[src/rtl/tw_cmd_seq.sv]
module tw_cmd_seq #(
  parameter int BYTE_W = 8,
  localparam int ENT_W = BYTE_W + 2
) (
  input  logic              clk,
  input  logic              rst_n,
  input  logic              enable,
  input  logic              tx_empty,
  input  logic [ENT_W-1:0]  tx_data,
  output logic              tx_pop,
  output logic              phy_req,
  output logic [1:0]        phy_cmd,
  output logic [BYTE_W-1:0] phy_wdata,
  output logic              phy_mack,
  input  logic              phy_done,
  input  logic              phy_nack,
  input  logic [BYTE_W-1:0] phy_rdata,
  output logic              rx_push,
  output logic [BYTE_W-1:0] rx_data,
  output logic              tx_err,
  output logic              bus_idle_evt,
  output logic              bus_busy
);
  localparam int START_B = BYTE_W;
  localparam int STOP_B  = BYTE_W + 1;

  typedef enum logic [3:0] {
    S_IDLE, S_HOLD, S_START, S_ADDR, S_WR, S_CNT, S_RD, S_STOP, S_FLUSH
  } st_t;

  st_t               st;
  logic [ENT_W-1:0]  ent;
  logic [BYTE_W-1:0] left;
  logic              stop_after, flush_pend;
  logic              fetch, done, last_rd;

  assign fetch   = (st == S_IDLE) ? enable
                 : (st == S_HOLD || st == S_CNT || st == S_FLUSH);
  assign tx_pop  = fetch && !tx_empty;
  assign phy_req = (st == S_START) || (st == S_ADDR) || (st == S_WR)
                || (st == S_RD) || (st == S_STOP);
  assign done    = phy_req && phy_done;
  assign last_rd = (left == BYTE_W'(1));
  assign phy_wdata = (st == S_ADDR || st == S_WR) ? ent[BYTE_W-1:0] : '0;
  assign phy_mack  = (st == S_RD) && !last_rd;
  assign bus_busy  = !(st == S_IDLE || st == S_FLUSH);

  always_comb begin
    case (st)
      S_STOP:        phy_cmd = 2'd1;
      S_ADDR, S_WR:  phy_cmd = 2'd2;
      S_RD:          phy_cmd = 2'd3;
      default:       phy_cmd = 2'd0;
    endcase
  end

  always_ff @(posedge clk or negedge rst_n) begin
    if (!rst_n) begin
      st           <= S_IDLE;
      ent          <= '0;
      left         <= '0;
      stop_after   <= 1'b0;
      flush_pend   <= 1'b0;
      rx_push      <= 1'b0;
      rx_data      <= '0;
      tx_err       <= 1'b0;
      bus_idle_evt <= 1'b0;
    end else begin
      rx_push      <= 1'b0;
      tx_err       <= 1'b0;
      bus_idle_evt <= 1'b0;
      case (st)
        S_IDLE: if (tx_pop) begin
          if (tx_data[START_B]) begin
            ent <= tx_data;
            st  <= S_START;
          end else begin
            tx_err <= 1'b1;
          end
        end
        S_HOLD: if (tx_pop) begin
          ent <= tx_data;
          st  <= tx_data[START_B] ? S_START : S_WR;
        end
        S_START: if (done) st <= S_ADDR;
        S_ADDR, S_WR: if (done) begin
          if (phy_nack) begin
            tx_err     <= 1'b1;
            flush_pend <= !ent[STOP_B];
            st         <= S_STOP;
          end else if (st == S_ADDR && ent[0]) begin
            st <= S_CNT;
          end else begin
            st <= ent[STOP_B] ? S_STOP : S_HOLD;
          end
        end
        S_CNT: if (tx_pop) begin
          left       <= tx_data[BYTE_W-1:0];
          stop_after <= tx_data[STOP_B];
          if (tx_data[BYTE_W-1:0] == '0)
            st <= tx_data[STOP_B] ? S_STOP : S_HOLD;
          else
            st <= S_RD;
        end
        S_RD: if (done) begin
          rx_push <= 1'b1;
          rx_data <= phy_rdata;
          left    <= left - BYTE_W'(1);
          if (last_rd) begin
            tx_err <= 1'b1;
            st     <= stop_after ? S_STOP : S_HOLD;
          end
        end
        S_STOP: if (done) begin
          bus_idle_evt <= 1'b1;
          flush_pend   <= 1'b0;
          st           <= flush_pend ? S_FLUSH : S_IDLE;
        end
        S_FLUSH: if (tx_pop && tx_data[STOP_B]) st <= S_IDLE;
        default: st <= S_IDLE;
      endcase
    end
  end
endmodule

[config.mk]
export PLATFORM = sky130hd
export DESIGN_NAME = tw_cmd_seq
export DESIGN_NICKNAME = d
export VERILOG_FILES = /design/src/rtl/tw_cmd_seq.sv
export SDC_FILE = /design/constraint.sdc
export NUM_CORES = 1
export LEC_CHECK = 0
export BUFFER_PORTS_ARGS = -buffer_cell sky130_fd_sc_hd__buf_2
export CAP_MARGIN = 10
export CORE_UTILIZATION = 50
export CTS_CLUSTER_SIZE = 30
export DETAILED_ROUTE_END_ITERATION = 8
export GPL_ROUTABILITY_DRIVEN = 0
export PLACE_DENSITY_LB_ADDON = 0.1
export SKIP_LAST_GASP = 1
export SLEW_MARGIN = 30
export SYNTH_ARGS = -nofsm -noshare
export SYNTH_HDL_FRONTEND = slang
export SYNTH_SLANG_ARGS = --single-unit
[constraint.sdc]
create_clock -name clk -period 2.1 [get_ports clk]
set_input_delay 0.21 -clock clk [delete_from_list [all_inputs] [get_ports clk]]
set_output_delay 0.21 -clock clk [all_outputs]
set_load 0.01 [all_outputs]
==> summary.md, run 1 <==
| Metric | Value |
|---|---|
| PwrDens | `around 1500 mW/mm²` |
| Synth cell types | `48` |
| Synth warn | `0` |
| Initial antenna violation count | `0` |
| Chip width | `64.6 µm` |
| Met1 GRT Util | `between 20% and 30%` |
| Mapped cell area | `0.00196 mm²` |
| Layout area overhead | `19.8%` |
| Max Cap Viol | `0` |
| Fraction of layout cells with a size suffix above 1 | `36.9%` |
| Core area | `approximately 0.0037 mm²` |
| Async set-reset flop share out of synthesis | `100%` |
| Worst Skew | `0.00567 ns` |
| Critical path arrival | `1.82 ns` |
| Crit-path slowest cell | `dfrtp_2` |
| Fill cell count | `323` |
| Wirelength per Cell | `14.5 µm` |
| Final Max Tran Viols | `0` |
| Synth Instances | `between 150 and 200` |
| Slew headroom | `approximately half` |
| IO Pins | `49` |
| Syn Nets | `218` |
| Clock Tree Buf Depth | `2` |
| DRT iter0 DRCs | `79` |
| # DRC | `0` |
| Tot GR Track Use | `21.6%` |
| Setup TNS | `0 ns` |
| Crit path required time | `between 1.5 and 2 ns` |
| Root buffer cell | `clkbuf_8` |
| Crit-path cells | `nor2b_2 -> and3b_1 -> buf_4 -> or2_2 -> buf_2` |
| Crit end category | `primary output` |
| Die Span Y | `64.6 µm` |
| Final min period | `2.03 ns` |
| H-tree level count | `2` |
| Reg clk slew, reported paths | `roughly 0.07 ns` |
| EDFF count, synth | `0` |
| Critical path type | `register to primary output` |
| Total wire length | `4240 µm` |
| Worst Tran Pin Value | `roughly 0.74 ns` |
| Max Fclk | `493 MHz` |
| Vias per cell | `between 5 and 6` |
| Sequential share of the synthesized area | `between 40% and 50%` |
| Initial DRT Pass Iterations | `4` |
| Ant diodes | `0` |
| Buf/Inv on CP | `2` |
| Ys flop type | `dfrtp_1` |
| Hold Slack | `-0.0126 ns` |
| TritonCTS buffer count | `5` |
| Global-route wire length before repair | `between 6000 and 7000 µm` |
| Worst vdd rail ir drop | `about 0.66 mV` |
| RSZ-0062 raised after global routing | `false` |
| Gr busiest metal | `met2` |
| Worst path depth | `5` |
| Worst skew pair latency | `about 0.28 ns` |
| Fin crit share | `96.6%` |
| CP startpoint kind | `register` |
| DIE AREA | `approximately 0.0042 mm²` |
| Gr ovfl total | `0` |
| Row count | `22` |
| Largest net degree at the start of global routing | `35` |
| Leak Pwr | `between 1 and 1.5 nW` |
| Buffers on Ports | `48` |
| Outcome | `finished, violations left` |
| Post-CTS Hold Buffers | `0` |
| Register bit total from synthesis | `34` |
| Syn_area_per_cell | `10.2 µm²` |
| Initial core utilization | `52.8%` |
| Hold Violations, Final | `6` |
| Final nets | `270` |
| Clk sink count | `34` |
| Crit Path Max Fanout | `14` |
| Crit path largest cell delay | `0.49 ns` |
| Post-DP HPWL | `3240 µm` |
| GR Util met3 | `about 4.8%` |
| Global-route met2 utilization | `around two fifths` |
| Family with the most delay on the worst path | `simple AND/OR/NAND/NOR gates` |
| Via count | `1,613` |
| Post-DRT Antenna Nets | `0` |
| Util after Layout | `roughly 63%` |
| Vias in the first global route | `between 1,500 and 2,000` |
| Fin area | `between 0.002 and 0.0025 mm²` |
| Failing checks | `negative hold slack` |
| # setup viols final | `0` |
| Post-Place Cell Area | `between 0.002 and 0.0025 mm²` |
| Worst hold path type | `input port to asynchronous set/reset pin` |
| CTS tree | `yes` |
| Worst-case reg-to-reg path depth | `5` |
-- registers in the layout, indices dropped and copies added (netlist names) --
name / flops
bus_idle_evt: 1
ent: 9
flush_pend: 1
left: 8
rx_data: 8
rx_push: 1
st: 4
stop_after: 1
tx_err: 1
-- cells in the mapped netlist, drive strengths merged, types with 2 or more instances --
library cell   n  area, µm²
dfrtp         34        851
mux2          20        236
nor2          18       75.1
a21oi         10       61.3
and2          10       62.6
inv            9       33.8
nand2          8       30.0
nor3           8       40.0
o21ai          8       40.0
a31oi          6       58.8
buf            5       30.0
clkbuf         5       18.8
nand3b         5       37.5
nor3b          5       42.5
o22a           5       43.8
a311oi         3       26.3
nor2b          3       18.8
nor4           3       18.8
a211oi         2       15.0
a22o           2       17.5
and3           2       12.5
and3b          2       17.5
ha             2       25.0
o21ba          2       20.0
o22ai          2       12.5
or2            2       12.5
or3            2       17.5
-- where the power goes --
| group | total [W] | switching (W) | internal [W] |
|---|---|---|---|
| Clock | 0.000437 | 0.000215 | 0.000222 |
| Combinational | 0.00173 | 0.000845 | 0.000884 |
| Sequential | 0.00125 | 0.000279 | 0.000967 |
| Total | 0.00341 | 0.00134 | 0.00207 |
-- repair_timing --
item,in CTS,in global routing
setup endpoints to repair,1,9
gates resized for setup,2,1
setup buffers,0,0
pin swaps,0,0
cloned,0,0
-- metal layers --
layer  wire length [µm]  part of all wire, %
met5                  0                    0
met3                157                  3.7
met2               2250                   53
met1               1820                   43
met4                 10                 0.24
-- path summary, 6_finish.rpt --
kind,from,to,slack [ns]
max,st[2]$_DFFE_PN0P_,phy_cmd[1],0.07
min,rst_n,st[1]$_DFFE_PN0P_,-0.01
max reg2reg,st[0]$_DFFE_PN0P_,st[0]$_DFFE_PN0P_,0.22
min reg2reg,ent[4]$_DFFE_PN0P_,ent[4]$_DFFE_PN0P_,0.48
max in group asynchronous,rst_n,st[0]$_DFFE_PN0P_,1.60
min in group clk,phy_rdata[3],rx_data[3]$_DFFE_PN0P_,0.16
-- worst reg2reg max path, stage by stage (launching register included) --
cell and delay (ns):
dfrtp_2 0.51, or3_4 0.42, a31o_1 0.20, a31oi_2 0.22, nor3b_2 0.11, mux2_4 0.31
-- through the flow --
step | setup slack, ns | total power [W] | cells
final | 0.0724 | 0.00341 | 292
after global routing | 0.00166 | 0.00367 | 292
after CTS | 0.00536 | 0.00344 | 292
after detailed placement | 0.163 | 0.00298 | 285
after global placement | 0.242 | 0.00291 | 285
after floorplan | 0.317 | 0.00246 | 192
-- layout by cell type, fill, tap and decap left out, drive strengths merged, types with 6 or more instances in the layout --
cell type / n
buf: 55
dfrtp: 34
mux2: 20
nor2: 18
and2: 10
a21oi: 10
inv: 9
nor3: 8
nand2: 8
o21ai: 8
a31oi: 6
-- area by class of cell --
class                           instances  area [µm²]  share of cell area [%]
Clock inverter                          2        10.0                   0.426
Clock buffer                            5        68.8                    2.93
Sequential cell                        34         853                    36.3
Timing Repair Buffer                   55         293                    12.5
Tap cell                               48        60.1                    2.56
Inverter                                9        33.8                    1.44
Multi-Input combinational cell        139        1030                    43.9
-- logic make-up after synthesis --
family | Yosys count | share of synthesized area, %
DFF | 34 | 43.4
and+or+nand+nor | 73 | 22.4
buffers and inverters | 19 | 4.21
muxes | 20 | 12.1
adders and majority gates | 2 | 1.28
AOI/OAI and AO/OA | 44 | 16.7
Power figures use the tool's default switching activity.
==> inputs of run 2 (changes only) <==
--- a/config.mk
+++ b/config.mk
@@ -5,11 +5,11 @@
 export SDC_FILE = /design/constraint.sdc
 export NUM_CORES = 1
 export LEC_CHECK = 0
-export BUFFER_PORTS_ARGS = -buffer_cell sky130_fd_sc_hd__buf_2
 export CAP_MARGIN = 10
 export CORE_UTILIZATION = 50
 export CTS_CLUSTER_SIZE = 30
 export DETAILED_ROUTE_END_ITERATION = 8
+export DONT_BUFFER_PORTS = 1
 export GPL_ROUTABILITY_DRIVEN = 0
 export PLACE_DENSITY_LB_ADDON = 0.1
 export SKIP_LAST_GASP = 1
==> run 2 against run 1 <==
Compared with the run above: the run now ends clean; combinational power shrank 8%; via count is 8.1% lower; setup slack worse by 0.0044 ns; routed wire length increased by 0.26%; utilization fell by 3.9 points; global-route usage is 0.33 points higher; die area did not move; fmax down 0.22%; hold slack better by 0.059 ns; largest cell class unchanged; largest power group unchanged.
==> summary.md, run 2 (synthesis gave the netlist of run 1 again) <==
| Metric | Value |
|---|---|
| Wirelength per Cell | `16.9 µm` |
| Reg area | `853 µm²` |
| Total wire length | `4250 µm` |
| Hold Violations, Final | `0` |
| Fill cell count | `between 300 and 400` |
| Initial core utilization | `a little over half` |
| Crit Path Max Fanout | `10` |
| Ant diodes | `0` |
| Slew headroom | `68.5%` |
| Switching part of the total power | `38.6%` |
| Final min period | `2.03 ns` |
| DP Cell Count | `~240` |
| Worst skew pair latency | `between 0.2 and 0.3 ns` |
| Initial DRT Pass Iterations | `4` |
| Initial antenna violation count | `0` |
| Crit. Startpoint | `st[1]$_DFFE_PN0P_` |
| Outcome | `finished, final reports clean` |
| Worst Skew | `0.00452 ns` |
| Die Span Y | `64.6 µm` |
| Crit end category | `primary output` |
| Worst hold path type | `input port to register` |
| Row count | `22` |
| Logic pwr share | `between 40 and 50%` |
| DRT iter0 DRCs | `94` |
| Non-Filler Instances | `251` |
| # DRC | `0` |
| # setup viols final | `0` |
| Largest net degree at the start of global routing | `35` |
| Post-DRT Antenna Nets | `0` |
| H-tree level count | `2` |
| Worst Tran Pin Value | `0.468 ns` |
| PwrDens | `1570 mW/mm²` |
| Hold Slack | `0.0464 ns` |
| RSZ-0062 raised after global routing | `false` |
| Clock Tree Buf Depth | `2` |
| DIE AREA | `approximately 0.0042 mm²` |
| TritonCTS buffer count | `5` |
| IO Pins | `around 50` |
| Critical path arrival | `~1.8 ns` |
| Vias in the first global route | `1,550` |
| Most flops, register | `ent` |
| Clk sink count | `34` |
| Leak Pwr | `0.928 nW` |
| Worst Slack Setup Final | `a little under 0.07 ns` |
| Fin crit share | `96.8%` |
| Post-DP HPWL | `about 3100 µm` |
| Crit path required time | `about 1.9 ns` |
| Fraction of layout cells with a size suffix above 1 | `between 20% and 30%` |
| Top flop regs | `ent (9), left (8), rx_data (8)` |
| Commonest cells after routing, fill and taps aside | `dfrtp_1, nor2_1, mux2_2, buf_4` |
| CTS tree | `yes` |
| Max Cap Viol | `0` |
| Core area | `0.00372 mm²` |
| Chip width | `64.6 µm` |
| Global-route wire length before repair | `6830 µm` |
| Net switching power | `0.00133 W` |
| Final nets | `228` |
| Setup TNS | `0 ns` |
| Final Max Tran Viols | `0` |
| Buffers on Ports | `0` |
| Post-Place Cell Area | `0.00203 mm²` |
| Max Fclk | `492 MHz` |
| Tot GR Track Use | `21.9%` |
| Vias per cell | `~5.9` |
| Max FFs per register | `9` |
| Most common cell after layout, fill and taps aside | `dfrtp_1` |
| Gr ovfl total | `0` |
| Via count | `1,483` |
| Critical path type | `register to primary output` |
| P_int | `0.00212 W` |
| Reg-to-reg startpoint | `st[0]$_DFFE_PN0P_` |
| Worst slack at placement | `0.207 ns` |
| Clock power share | `17.1%` |
| Root buffer cell | `clkbuf_8` |
| Multi-input logic area | `0.00103 mm²` |
| Worst vdd rail ir drop | `between 0.6 and 0.7 mV` |
| Sequential share of power | `36.9%` |
| HP Start | `tx_data[9]` |
| Layout area overhead | `12.3%` |
| Reg clk slew, reported paths | `0.07 ns` |
| CP startpoint kind | `register` |
| Fin area | `0.00220 mm²` |
-- run 2: cell count changes in the layout (fill, tap and decap cells not counted), sizes merged --
cell         delta
clkbuf          +1
clkinvlp        +1
clkinv          -2
bufinv          +1
buf            -43
dlygate4sd3     +1
-- run 2: power groups by stage --
| stage | sequential [W] | combinational (W) | clock (W) |
|---|---|---|---|
| 3_5_place_dp | 0.00130 | 0.00149 | 0 |
| 4_1_cts | 0.00129 | 0.00152 | 0.000599 |
| 6_report | 0.00127 | 0.00159 | 0.000589 |
| 3_3_place_gp | 0.00128 | 0.00143 | 0 |
| 2_1_floorplan | 0.00119 | 0.00127 | 0 |
| 5_1_grt | 0.00132 | 0.00173 | 0.000624 |
-- run 2: per-layer routing --
layer	wire length [µm]	share of wire, %	GRT usage [%]
met5	0	0	0
met4	116	2.7	12.2
met3	233	5.5	7.04
met2	2080	49	37.1
met1	1830	43	24.2
-- run 2: layout make-up --
| class | instances | area share (%) |
|---|---|---|
| multi-input combinational | 139 | 46.9 |
| inverter | 9 | 1.53 |
| timing repair buffer | 13 | 5.11 |
| sequential | 34 | 38.7 |
| tap | 48 | 2.73 |
| clock inverter | 2 | 1.70 |
| clock buffer | 6 | 3.29 |
-- run 2: critical path, cell delays in order (launching register included) --
cell and delay [ns]:
dfrtp_1 0.42, buf_4 0.18, or3b_4 0.43, a21oi_4 0.16
buf_4 0.17, and2_1 0.19
-- run 2: path summary, 6_finish.rpt --
path / end / slack (ns) / cells past startpoint
max: phy_wdata[5] / 0.07 / 5
min: ent[9]$_DFFE_PN0P_ / 0.05 / 2
max reg2reg: st[2]$_DFFE_PN0P_ / 0.17 / 6
min reg2reg: ent[3]$_DFFE_PN0P_ / 0.49 / 1
max in group asynchronous: st[0]$_DFFE_PN0P_ / 1.54 / 2
min in group asynchronous: st[1]$_DFFE_PN0P_ / 0.37 / 2
-- run 2: stage by stage --
stage | util (%) | total power [W]
floorplan | - | 0.00246
global placement | 54.7 | 0.00271
detailed placement | 54.7 | 0.00279
CTS | 58.5 | 0.00340
global route | 59.3 | 0.00368
finish | 59.3 | 0.00345
-- run 2: timing repair --
| item | 4_1_cts | 5_1_grt |
|---|---|---|
| endpoints found under the hold margin | 34 | 0 |
| setup endpoints to repair | 0 | 9 |
| hold buffers | 2 | 0 |
| buffers inserted | 0 | 3 |
| resized for setup | 0 | 4 |
==> inputs of run 3 (changes only) <==
--- a/config.mk
+++ b/config.mk
@@ -12,6 +12,7 @@
 export DONT_BUFFER_PORTS = 1
 export GPL_ROUTABILITY_DRIVEN = 0
 export PLACE_DENSITY_LB_ADDON = 0.1
+export REMOVE_ABC_BUFFERS = 1
 export SKIP_LAST_GASP = 1
 export SLEW_MARGIN = 30
 export SYNTH_ARGS = -nofsm -noshare
==> run 3 against run 2 <==
Compared with the run above: clock-buffer cell count decreased by 1; via count increased by 0.61%; non-clock buffer count unchanged; setup slack improved by 0.0017 ns; utilization about the same; total power decreased by 0.44%; sequential power about the same; combinational power decreased by 3%; critical path type unchanged; critical endpoint is now phy_wdata[7].
==> summary.md, run 3 (synthesis gave the netlist of run 1 again) <==
| Metric | Value |
|---|---|
| Outcome | `finished, final reports clean` |
| Ant diodes | `0` |
| Reg-to-reg startpoint | `st[0]$_DFFE_PN0P_` |
| Reg2Reg Capture Point | `st[1]$_DFFE_PN0P_` |
| Gr ovfl total | `0` |
| Core area | `0.00372 mm²` |
| Worst vdd rail ir drop | `0.720 mV` |
| Max Fclk | `493 MHz` |
| Top flop regs | `ent (9), left (8), rx_data (8)` |
| Hold endpoint | `ent[9]$_DFFE_PN0P_` |
| Vias per cell | `5.94` |
| CP startpoint kind | `register` |
| R2R Setup Slk | `around 0.15 ns` |
| Worst path depth | `5` |
| Worst hold path type | `input port to register` |
| CTS tree | `yes` |
| Commonest cells after routing, fill and taps aside | `dfrtp_1, nor2_1, mux2_2, buf_4, and2_1` |
| TritonCTS buffer count | `5` |
| Fin crit share | `96.7%` |
| Worst-case reg-to-reg path depth | `6` |
| Buf/Inv on CP | `2` |
| Slew headroom | `just under 70%` |
| Family with the most delay on the worst path | `simple AND/OR/NAND/NOR gates` |
| PwrDens | `1560 mW/mm²` |
| Post-DRT Antenna Nets | `0` |
| Largest net degree at the start of global routing | `35` |
| Row count | `22` |
| Sequential share of power | `37.7%` |
| Final min period | `2.03 ns` |
| Total wire length | `4240 µm` |
| Hold Violations, Final | `0` |
| Worst slack at placement | `between 0.2 and 0.25 ns` |
| Via count | `1,492` |
| Worst skew pair latency | `~0.29 ns` |
| Initial DRT Pass Iterations | `4` |
| Crit-path cells | `buf_4 -> or3b_4 -> a21oi_4 -> buf_4 -> and2_1` |
| Reg clk slew, reported paths | `0.07 ns` |
| Clock Tree Buf Depth | `2` |
| Leak Pwr | `roughly 0.92 nW` |
| Hold path cells | `2` |
| Initial core utilization | `52.8%` |
| Clock power share | `17.5%` |
| Buffers on Ports | `0` |
| Final nets | `between 200 and 250` |
| HP Start | `tx_data[9]` |
| Crit Path Max Fanout | `9` |
| IO Pins | `49` |
| Total Power | `0.00344 W` |
| Tot GR Track Use | `approximately 23%` |
| Die Span Y | `between 60 and 70 µm` |
| Vias in the first global route | `~1,400` |
| # setup viols final | `0` |
| Most common cell after layout, fill and taps aside | `dfrtp_1` |
| P_int | `between 0.002 and 0.0025 W` |
| DIE AREA | `0.00418 mm²` |
| Chip width | `64.6 µm` |
| Switching part of the total power | `38.8%` |
| Root buffer cell | `clkbuf_8` |
| Crit path required time | `~1.9 ns` |
| Post-Place Cell Area | `a little over 0.002 mm²` |
| Critical path arrival | `1.82 ns` |
| Setup TNS | `0 ns` |
| Worst Slack Setup Final | `0.0697 ns` |
| Worst Skew | `about 0.0065 ns` |
| # DRC | `0` |
| Max Cap Viol | `0` |
| Final Max Tran Viols | `0` |
| Global-route wire length before repair | `just under 7000 µm` |
| Critical path type | `register to primary output` |
| Fin area | `approximately 0.0022 mm²` |
| Clk sink count | `34` |
| RSZ-0062 raised after global routing | `false` |
| Crit-path slowest cell | `dfrtp_2` |
| H-tree level count | `2` |
| Initial antenna violation count | `0` |
| Wirelength per Cell | `16.9 µm` |
| Most flops, register | `ent` |
| Worst Tran Pin Value | `0.480 ns` |
| Logic pwr share | `between 40% and 50%` |
| Layout area overhead | `12.2%` |
| Crit path largest cell delay | `0.44 ns` |
| Net switching power | `between 0.001 and 0.0015 W` |
| Max FFs per register | `9` |
| Fill cell count | `312` |
| Post-DP HPWL | `about 3100 µm` |
| CP dominant cell by count | `buf_4` |
| Fraction of layout cells with a size suffix above 1 | `23.2%` |
| DRT iter0 DRCs | `roughly 100` |
| Crit end category | `primary output` |
-- run 3: changes by cell type in the layout (fill, tap and decap cells not counted) --
cell | before | now
clkinvlp_4 | 1 | 2
clkbuf_1 | 1 | 0
and2_1 | 8 | 10
and2_4 | 2 | 0
-- run 3: repair_timing --
item,CTS,global route
gates cloned,0,0
endpoints found under the hold margin,34,0
resized for setup,1,1
setup endpoints to repair,1,9
hold buffers,2,0
buffers inserted,0,2
-- run 3: area by class of cell --
| cell class | instances | area [µm²] | share of cell area (%) |
|---|---|---|---|
| flip-flops and latches | 34 | 853 | 38.8 |
| repair buffers | 13 | 113 | 5.11 |
| clock inverters | 3 | 45.0 | 2.05 |
| clock buffers | 5 | 68.8 | 3.13 |
| inverters | 9 | 33.8 | 1.53 |
| multi-input cells | 139 | 1030 | 46.7 |
| well taps | 48 | 60.1 | 2.73 |
-- run 3: worst reg2reg max path: stages (launching register included) --
cell     delay, ns
dfrtp_2       0.44
buf_4         0.15
or3_4         0.40
a31o_1        0.21
a31oi_2       0.22
nor3b_2       0.11
mux2_4        0.31
-- run 3: worst max-delay path by stage --
stage                                    end               from
after floorplan            st[0]$_DFFE_PN0P_  st[2]$_DFFE_PN0P_
after global placement     st[2]$_DFFE_PN0P_  st[1]$_DFFE_PN0P_
after detailed placement  ent[6]$_DFFE_PN0P_  st[1]$_DFFE_PN0P_
after CTS                       phy_wdata[7]  st[0]$_DFFE_PN0P_
after global routing            phy_wdata[7]  st[0]$_DFFE_PN0P_
final                           phy_wdata[7]  st[0]$_DFFE_PN0P_
-- run 3: power by group through the flow --
stage	Combinational [W]	Sequential, W	Clock, W
finish	0.00154	0.00129	0.000600
global route	0.00168	0.00135	0.000650
CTS	0.00151	0.00130	0.000614
detailed placement	0.00149	0.00131	0
global placement	0.00144	0.00130	0
floorplan	0.00113	0.00126	0
-- run 3: layer usage --
metal | global-route usage, % | routed length, µm
met5 | 0 | 0
met4 | 12.5 | 125
met3 | 7.92 | 271
met2 | 34.1 | 2040
met1 | 28.1 | 1810
-- run 3: per-stage QoR --
step	hold WS (ns)	std cells	utilization, %
detailed placement	-0.0849	239	54.9
global placement	-0.0849	239	54.9
floorplan	-0.0856	182	-
finish	0.0374	251	59.3
CTS	0.0319	249	58.8
global route	0.0275	251	59.3
